$ cat src/rtl/dr_pkg.sv
package dr_pkg;
  localparam logic [1:0] PAIR_SPACER = 2'b00;
  localparam logic [1:0] PAIR_ZERO   = 2'b01;
  localparam logic [1:0] PAIR_ONE    = 2'b10;
  localparam logic [1:0] PAIR_BAD    = 2'b11;

  typedef enum logic [1:0] {
    TX_IDLE = 2'd0,
    TX_DATA = 2'd1,
    TX_RTZ  = 2'd2
  } tx_state_e;
endpackage

$ cat src/rtl/dr_pair_class.sv
module dr_pair_class
  import dr_pkg::*;
(
  input  logic [1:0] pair,
  output logic       is_data,
  output logic       is_spacer,
  output logic       is_bad,
  output logic       bit_val
);
  always_comb begin
    is_data   = (pair == PAIR_ZERO) || (pair == PAIR_ONE);
    is_spacer = (pair == PAIR_SPACER);
    is_bad    = (pair == PAIR_BAD);
    bit_val   = (pair == PAIR_ONE);
  end
endmodule

$ cat src/rtl/dr_tx.sv
module dr_tx
  import dr_pkg::*;
#(
  parameter int WIDTH = 8,
  localparam int RW = 2 * WIDTH
) (
  input  logic             clk,
  input  logic             rst,
  input  logic [WIDTH-1:0] in_data,
  input  logic             in_valid,
  output logic             in_ready,
  output logic [RW-1:0]    rails_o,
  input  logic             ack_i
);
  tx_state_e          st;
  logic [RW-1:0]      code;

  for (genvar i = 0; i < WIDTH; i++) begin : g_enc
    assign code[2*i+1 -: 2] = in_data[i] ? PAIR_ONE : PAIR_ZERO;
  end

  always_ff @(posedge clk) begin
    if (rst) begin
      st       <= TX_IDLE;
      rails_o  <= '0;
      in_ready <= 1'b1;
    end else begin
      unique case (st)
        TX_IDLE: if (in_valid && in_ready) begin
          rails_o  <= code;
          in_ready <= 1'b0;
          st       <= TX_DATA;
        end
        TX_DATA: if (ack_i) begin
          rails_o <= '0;
          st      <= TX_RTZ;
        end
        TX_RTZ: if (!ack_i) begin
          in_ready <= 1'b1;
          st       <= TX_IDLE;
        end
        default: st <= TX_IDLE;
      endcase
    end
  end

  // no pair ever driven to the illegal value
  always @(posedge clk) begin
    if (!rst) begin
      for (int i = 0; i < WIDTH; i++) begin
        a_r8_tx_no_bad: assert (rails_o[2*i+1 -: 2] != PAIR_BAD)
          else $error("R8: sender drove 11 on pair %0d", i);
      end
    end
  end

  // ready drops after a word is taken
  a_r3_ready_drops: assert property (@(posedge clk) disable iff (rst)
    (in_valid && in_ready) |=> !in_ready);

  // code held until acknowledge seen
  a_r4_hold_code: assert property (@(posedge clk) disable iff (rst)
    (st == TX_DATA && !ack_i) |=> $stable(rails_o));

  // ready only returns once acknowledge was seen low
  a_r3_ready_after_ack_low: assert property (@(posedge clk) disable iff (rst)
    $rose(in_ready) |-> !$past(ack_i));
endmodule

$ cat src/rtl/dr_rx.sv
module dr_rx
  import dr_pkg::*;
#(
  parameter int WIDTH = 8,
  localparam int RW = 2 * WIDTH
) (
  input  logic             clk,
  input  logic             rst,
  input  logic [RW-1:0]    rails_i,
  output logic             ack_o,
  output logic [WIDTH-1:0] out_data,
  output logic             out_valid,
  output logic             err_o
);
  logic [WIDTH-1:0] pr_data, pr_spacer, pr_bad, pr_bit;
  logic             all_data, all_spacer, any_bad;

  for (genvar i = 0; i < WIDTH; i++) begin : g_cls
    dr_pair_class u_cls (
      .pair      (rails_i[2*i+1 -: 2]),
      .is_data   (pr_data[i]),
      .is_spacer (pr_spacer[i]),
      .is_bad    (pr_bad[i]),
      .bit_val   (pr_bit[i])
    );
  end

  assign all_data   = &pr_data;
  assign all_spacer = &pr_spacer;
  assign any_bad    = |pr_bad;

  always_ff @(posedge clk) begin
    if (rst) begin
      ack_o     <= 1'b0;
      out_valid <= 1'b0;
      out_data  <= '0;
      err_o     <= 1'b0;
    end else begin
      out_valid <= 1'b0;
      if (any_bad) err_o <= 1'b1;
      if (!ack_o && all_data) begin
        ack_o     <= 1'b1;
        out_valid <= 1'b1;
        out_data  <= pr_bit;
      end else if (ack_o && all_spacer) begin
        ack_o <= 1'b0;
      end
    end
  end

  // acknowledge rises only on a complete word
  a_r5_ack_needs_word: assert property (@(posedge clk) disable iff (rst)
    $rose(ack_o) |-> $past(all_data));

  // valid pulse coincides with the acknowledge rising
  a_r5_valid_on_rise: assert property (@(posedge clk) disable iff (rst)
    out_valid |-> (ack_o && !$past(ack_o)));

  // acknowledge falls only after a full return to spacer
  a_r6_fall_needs_spacer: assert property (@(posedge clk) disable iff (rst)
    $fell(ack_o) |-> $past(all_spacer));

  // illegal pair never acknowledged
  a_r7_bad_not_acked: assert property (@(posedge clk) disable iff (rst)
    (any_bad && !ack_o) |=> !ack_o);

  // error flag is sticky
  a_r7_err_sticky: assert property (@(posedge clk) disable iff (rst)
    err_o |=> err_o);
endmodule

$ cat src/rtl/dr_link.sv
module dr_link #(
  parameter int WIDTH = 8,
  localparam int RW = 2 * WIDTH
) (
  input  logic             clk,
  input  logic             rst,
  input  logic [WIDTH-1:0] in_data,
  input  logic             in_valid,
  output logic             in_ready,
  output logic [RW-1:0]    tx_rails,
  input  logic             tx_ack,
  input  logic [RW-1:0]    rx_rails,
  output logic             rx_ack,
  output logic [WIDTH-1:0] out_data,
  output logic             out_valid,
  output logic             err_flag
);
  dr_tx #(.WIDTH(WIDTH)) u_tx (
    .clk      (clk),
    .rst      (rst),
    .in_data  (in_data),
    .in_valid (in_valid),
    .in_ready (in_ready),
    .rails_o  (tx_rails),
    .ack_i    (tx_ack)
  );

  dr_rx #(.WIDTH(WIDTH)) u_rx (
    .clk       (clk),
    .rst       (rst),
    .rails_i   (rx_rails),
    .ack_o     (rx_ack),
    .out_data  (out_data),
    .out_valid (out_valid),
    .err_o     (err_flag)
  );
endmodule

$ cat config.mk
export PLATFORM = sky130hd
export DESIGN_NAME = dr_link
export DESIGN_NICKNAME = d
export VERILOG_FILES = /design/src/rtl/dr_pkg.sv /design/src/rtl/dr_pair_class.sv /design/src/rtl/dr_tx.sv /design/src/rtl/dr_rx.sv /design/src/rtl/dr_link.sv
export SDC_FILE = /design/constraint.sdc
export NUM_CORES = 1
export LEC_CHECK = 0
export BUFFER_PORTS_ARGS = -buffer_cell sky130_fd_sc_hd__buf_2
export CAP_MARGIN = 25
export CELL_PAD_IN_SITES_DETAIL_PLACEMENT = 1
export CELL_PAD_IN_SITES_GLOBAL_PLACEMENT = 2
export CORE_MARGIN = 4
export CORE_UTILIZATION = 31
export CTS_CLUSTER_SIZE = 10
export DETAILED_ROUTE_END_ITERATION = 16
export PLACE_DENSITY = 0.95
export SYNTH_ARGS = -nofsm -noshare
export SYNTH_HDL_FRONTEND = slang
export SYNTH_SLANG_ARGS = --single-unit
export TNS_END_PERCENT = 10
$ cat constraint.sdc
create_clock -name clk -period 3.2 [get_ports clk]
set_clock_uncertainty 0.1 [all_clocks]
set_input_delay 0.16 -clock clk [delete_from_list [all_inputs] [get_ports clk]]
set_output_delay 0.16 -clock clk [all_outputs]
set_load 0.05 [all_outputs]
# Yosys cells after proc, flatten, opt, wreduce, memory -nomap -nowiden
# Cells that the tools add are included.
# totals
in_bits,28
output_inout_bits,28
regBits,30
# op_classes
eq_ne,29
n_reduce_logical,30
mux,21
# ops
cell,count
2-bit equality test (second input constant),17
16-bit two-way mux,2
16-bit one-hot mux with 2 select lines,1
2-bit two-way mux,11
2-bit by 1-bit equality test with 1-bit output (second input constant),9
2-bit logical NOT,9
8-bit AND reduction,2
3-bit AND reduction,3
1-bit logical OR,8
8-bit OR reduction,1
2-bit one-hot mux with 3 select lines,1
2-bit nonzero test,3
1-bit two-way mux,5
2-bit inequality test (second input constant),2
1-bit logical AND,3
2-bit by 1-bit inequality test with 1-bit output (second input constant),1
1-bit one-hot mux with 2 select lines,1
1-bit logical NOT,1

# Depth between registers and ports, before layout
# depth
depth_word,5
mapped_depth,5

# Modules after synthesis
# From an unflattened synthesis, not the netlist that was laid out.
# unflattened
cells_unflattened,143
area_unflattened_um2,1565.3
# by_module_without_submodules
mod,area_per_inst_um2,n_inst,cells_per_inst
dr_tx,700.7,1,52
dr_rx,504.2,1,51
dr_pair_class,45.0,8,5

# Least setup slack after synthesis
# Ideal clock, no wire load.
# synth_path
path_kind,reg-to-reg
startpoint,register u_tx.in_ready
endpoint,register u_tx.rails_o[10]
synth_period_minus_slack_ns,1.625
stages_incl_launch_ff,5
arrival_ns,1.432
setup_slack_ns,1.575
path_buffers,1
required_time_ns,3.008
path_cell_list,dfxtp_1 nand3b_4 or3_1 clkbuf_1 o32ai_1
# synth_via
elab_chain_len,3
# synth_lines
element,line_no,text
start: declaration,dr_tx.sv:11,"output logic in_ready,"
start signal: assignment,dr_tx.sv:26,in_ready <= 1'b1;
start signal: assignment,dr_tx.sv:31,in_ready <= 1'b0;
start signal: assignment,dr_tx.sv:39,in_ready <= 1'b1;
1-bit logical AND,dr_tx.sv:29,TX_IDLE: if (in_valid && in_ready) begin
2-bit by 1-bit inequality test with 1-bit output (no source line),--,
3-bit AND reduction (no source line),--,
end signal: assignment,dr_tx.sv:30,rails_o <= code;
end: declaration,dr_tx.sv:12,"output logic [RW-1:0] rails_o,"
# No other way between the ends.
# A chain may end at the register's enable or synchronous reset.

# Worst setup path in the final report
# layout_path
startpoint,input port rx_rails[12]
endpoint,register u_rx.out_data[0]
# layout_via
elab_chain_len,4
elab_cells_between_ends,5
classes_between,eq/ne (2); reduce/logical (3)
# layout_lines
element,line_no,text
start: declaration,dr_link.sv:12,"input logic [RW-1:0] rx_rails,"
2-bit by 1-bit equality test with 1-bit output or 2-bit equality test (tied branches),dr_pair_class.sv:11,is_data = (pair == PAIR_ZERO) || (pair == PAIR_ONE);
1-bit logical OR *,dr_pair_class.sv:11,
8-bit AND reduction *,dr_rx.sv:28,assign all_data = &pr_data;
1-bit logical AND *,dr_rx.sv:41,if (!ack_o && all_data) begin
end signal: assignment,dr_rx.sv:44,out_data <= pr_bit;
end: declaration,dr_rx.sv:11,"output logic [WIDTH-1:0] out_data,"
# Every way passes the cells marked *; elsewhere a longest branch is shown, timed or not.

==> run summary <==
The flow ran to the end, and the final reports show no timing, DRC or antenna violations. The worst setup path is captured at a register. The fraction of synthesized cell area taken by the top area cell type came out at 39.9%. The combined global-route utilization of all metal layers came out at 12.9%. Of the total synthesized cell area, the portion taken by full adders, half adders and majority gates is between 10% and 20%.

Measured along the x axis, the die boundary spans about 78 microns. The placement row count came out at 25. In this run the post-CTS setup repair buffer count came out at 0. The share of synthesized area spent on multiplexers is under 10%. The count of buffers added on input and output ports is 55.

The setup violation total in the final timing report came out at 0. The final hold violation count came to 0. After detailed routing, the average wire length per cell comes to around 13 microns.

Counting every net in the synthesized netlist gives 205. The antenna diode count is 0. The minimum clock period after layout is 1.57 ns. The unique cell type count in the Yosys netlist is 27. For this design the top-level I/O count stands at 56. The share of the synthesized netlist area taken by xor and xnor gates is 0.582%.

The maximum fanout along the worst path came out at 8. The number of violations reported at the end of detailed-routing iteration 0 came out at 27. In this run the worst hold path is classified as in2reg. The initial antenna violation count came out at 0. The count of hold-fix buffers inserted at cts is 8. The data required time of the worst path came out at between 3 and 4 ns. The count of unresolved DRC violations after routing is 0. In this run the static leakage power is around 1.0 nW.

The number of global-route vias before repair was 1310. In this run the deepest clock path goes through 2 buffers. Wires add up to 3.86 mm. The final clock period utilization by the worst path is 49.0%. After synthesis the cells add up to between 1500 and 2000 sq um.

The die extent in y is roughly 80 microns. The TritonCTS sink count is 30. The share of synthesized cell area in and, or, nand and nor gates came out at 13.7%. The root buffer cell chosen for the clock tree is sky130_fd_sc_hd__clkbuf_8. Tracing the worst setup path back leads to its startpoint at rx_rails[12]. The number of buffers inserted during clock tree synthesis came out at 5.

The core region is between 4000 and 5000 sq um. The per-cell via count in the routed design is 4.61. Gates resized during post-CTS repair numbered 0. The startpoint identified for the worst hold timing path is tx_ack. The layout overhead on the synthesized area came out at 37.4%.

The average cell area after synthesis came out at 9.84 sq um. The number of standard cells after synthesis is 153. Global routing finished with a remaining overflow of 0. The TritonCTS clock tree is yes. The post-route netlist has 30.6% of its cells at a drive strength greater than 1. The count of vias placed by the detailed router is between 1000 and 1500.

The number of nets in the final layout came out at 270. The synthesized design contains 30 register bits. The fraction of the yosys area taken by sequential cells came out at between 30% and 40%. At the later pin of the worst-skew pair, clock insertion delay measures 0.28 ns. After synthesis, the largest family of logic cells by area is adder cells. The number of detailed-route iterations in the first pass came out at 4. The tightest slew margin relative to the limit came out at 50.3%. The type of the worst setup path is in2reg.

The deepest level of the CTS H-tree is 2. The overall die area came out at roughly 6000 sq um. The share of the synthesized area in compound gates (AO/OA/AOI/OAI) is 13.1%. After clock tree synthesis, the clock-pin slew on the worst setup and hold paths is 0.06 ns. The power density over cell area is 519 nW/um^2. The count of max-cap constraint violations is 0. By area the synthesized netlist is led by sky130_fd_sc_hd__dfxtp_1, sky130_fd_sc_hd__ha_1, sky130_fd_sc_hd__inv_1, sky130_fd_sc_hd__a32o_1, sky130_fd_sc_hd__mux2i_1.

The placer congestion estimate is between 0.8 and 0.9. The largest area contributor in the netlist is sky130_fd_sc_hd__dfxtp_1. The worst vdd rail ir drop came out at 0.202 mV. The prevailing post-synth register cell is sky130_fd_sc_hd__dfxtp_1. The total count of max-transition violations in the final report was 0. The placed wire-length estimate came out at 2.96 mm. Of all flip-flops after synthesis, the portion carrying an async set or reset was 0%. The startpoint identified for the worst register-to-register timing path is u_tx.st[0]. The final standard cell utilization of the core came out at 43.8%. The accumulated negative setup slack came out at 0 ns.

The nature of the critical path startpoint is an input port. The number of warning messages in the yosys log is 0. Based on the critical path, the design can be clocked at up to 638 MHz.

The first global-routing pass estimated between 6 and 7 mm of wire. The number of flops mapped to enable cells by yosys is 0. Once the floorplan was initialized, standard cells occupied between 30% and 40% of the core. Once detail routing completed, the nets flagged for antenna violations numbered 0. Data arrives at the worst endpoint at roughly 1.7 ns. Setup repair after global routing left no endpoint under its margin. The actual transition at the worst max-transition pin is approximately 0.74 ns.

Hold is met by 0.0602 ns. Entering global routing, the biggest net connects 27 pins.
[kinds of logic after synthesis]
logic type,after synthesis
AND/OR/NAND/NOR,36
flip-flops,30
multiplexers,8
adder cells (fa/ha/maj),24
AO/OA/AOI/OAI,24
buffers and inverters,30
XOR/XNOR,1
[cell usage after synthesis (all sizes together) (2+ instances only)]
master	n
a21oi	3
a32o	8
clkbuf	5
dfxtp	30
ha	24
inv	24
mux2i	8
nand2	19
nand2b	2
nand4	3
nor2	4
nor3	2
nor4	2
o21ai	2
o32ai	8
[state kept, by name, indices dropped and copies added (netlist names)]
register	count
u_tx.rails_o	16
u_rx.out_data	8
u_tx.st	2
u_rx.ack_o	1
u_rx.err_o	1
u_rx.out_valid	1
u_tx.in_ready	1
[cell type report]
class / instances / area, sq um
clock inverter: 2 / 60.1
fill: 553 / 2660
multi-input combinational: 93 / 792
tap: 67 / 83.8
clock buffer: 6 / 82.6
inverter: 25 / 93.8
sequential: 30 / 601
timing repair buffer: 63 / 355
[cells in the final DEF, fill, tap and decap left out, types with 2 or more instances in the layout]
cell type / n
sky130_fd_sc_hd__o21ai_0: 2
sky130_fd_sc_hd__o32ai_1: 8
sky130_fd_sc_hd__bufinv_16: 2
sky130_fd_sc_hd__ha_1: 24
sky130_fd_sc_hd__a32o_1: 8
sky130_fd_sc_hd__inv_1: 24
sky130_fd_sc_hd__nand4_1: 2
sky130_fd_sc_hd__clkbuf_8: 6
sky130_fd_sc_hd__nand2b_1: 2
sky130_fd_sc_hd__dfxtp_1: 30
sky130_fd_sc_hd__a21oi_1: 3
sky130_fd_sc_hd__buf_2: 55
sky130_fd_sc_hd__nor2_1: 4
sky130_fd_sc_hd__nand2_1: 19
sky130_fd_sc_hd__mux2i_1: 8
sky130_fd_sc_hd__dlygate4sd3_1: 8
[worst paths after layout]
path / end / slack (ns) / cells past startpoint
setup / recovery: u_rx.out_data[0] / 1.63 / 6
setup reg to reg: u_tx.rails_o[0] / 1.70 / 3
hold / removal: u_tx.st[1] / 0.06 / 2
hold reg to reg: u_rx.out_data[1] / 0.35 / 2
[metrics by stage]
stage / total power [W] / setup slack [ns] / instances / cell area (sq um)
after floorplan: 0.000539 / 1.58 / 153 / 1510
after global placement: 0.000597 / 1.40 / 270 / 1850
after detailed placement: 0.000601 / 1.31 / 270 / 1850
after CTS: 0.00109 / 1.61 / 286 / 2070
final: 0.00107 / 1.63 / 286 / 2070
after global routing: 0.00112 / 1.52 / 286 / 2070
[power by group]
part           switching (W)  internal (W)
registers          0.0000132      0.000393
clock network       0.000141      0.000332
logic               0.000131     0.0000625
total               0.000285      0.000787
[critical path: stages]
cell and delay (ns):
sky130_fd_sc_hd__buf_2 0.09, sky130_fd_sc_hd__inv_1 0.06, sky130_fd_sc_hd__ha_1 0.32, sky130_fd_sc_hd__nand4_2 0.14, sky130_fd_sc_hd__nor4_4 0.65, sky130_fd_sc_hd__mux2i_1 0.25
[routing by layer]
layer | part of all wire [%] | vias up | track usage, % | routed length [microns]
li1 | - | 657 | - | -
met1 | 44 | 609 | 14.9 | 1710
met2 | 48 | 51 | 22.5 | 1860
met4 | 0.34 | 0 | 3.74 | 13
met3 | 7.1 | 2 | 4.29 | 273
met5 | 0 | - | 0 | 0
Note: power is estimated with default switching activity, not from simulation.
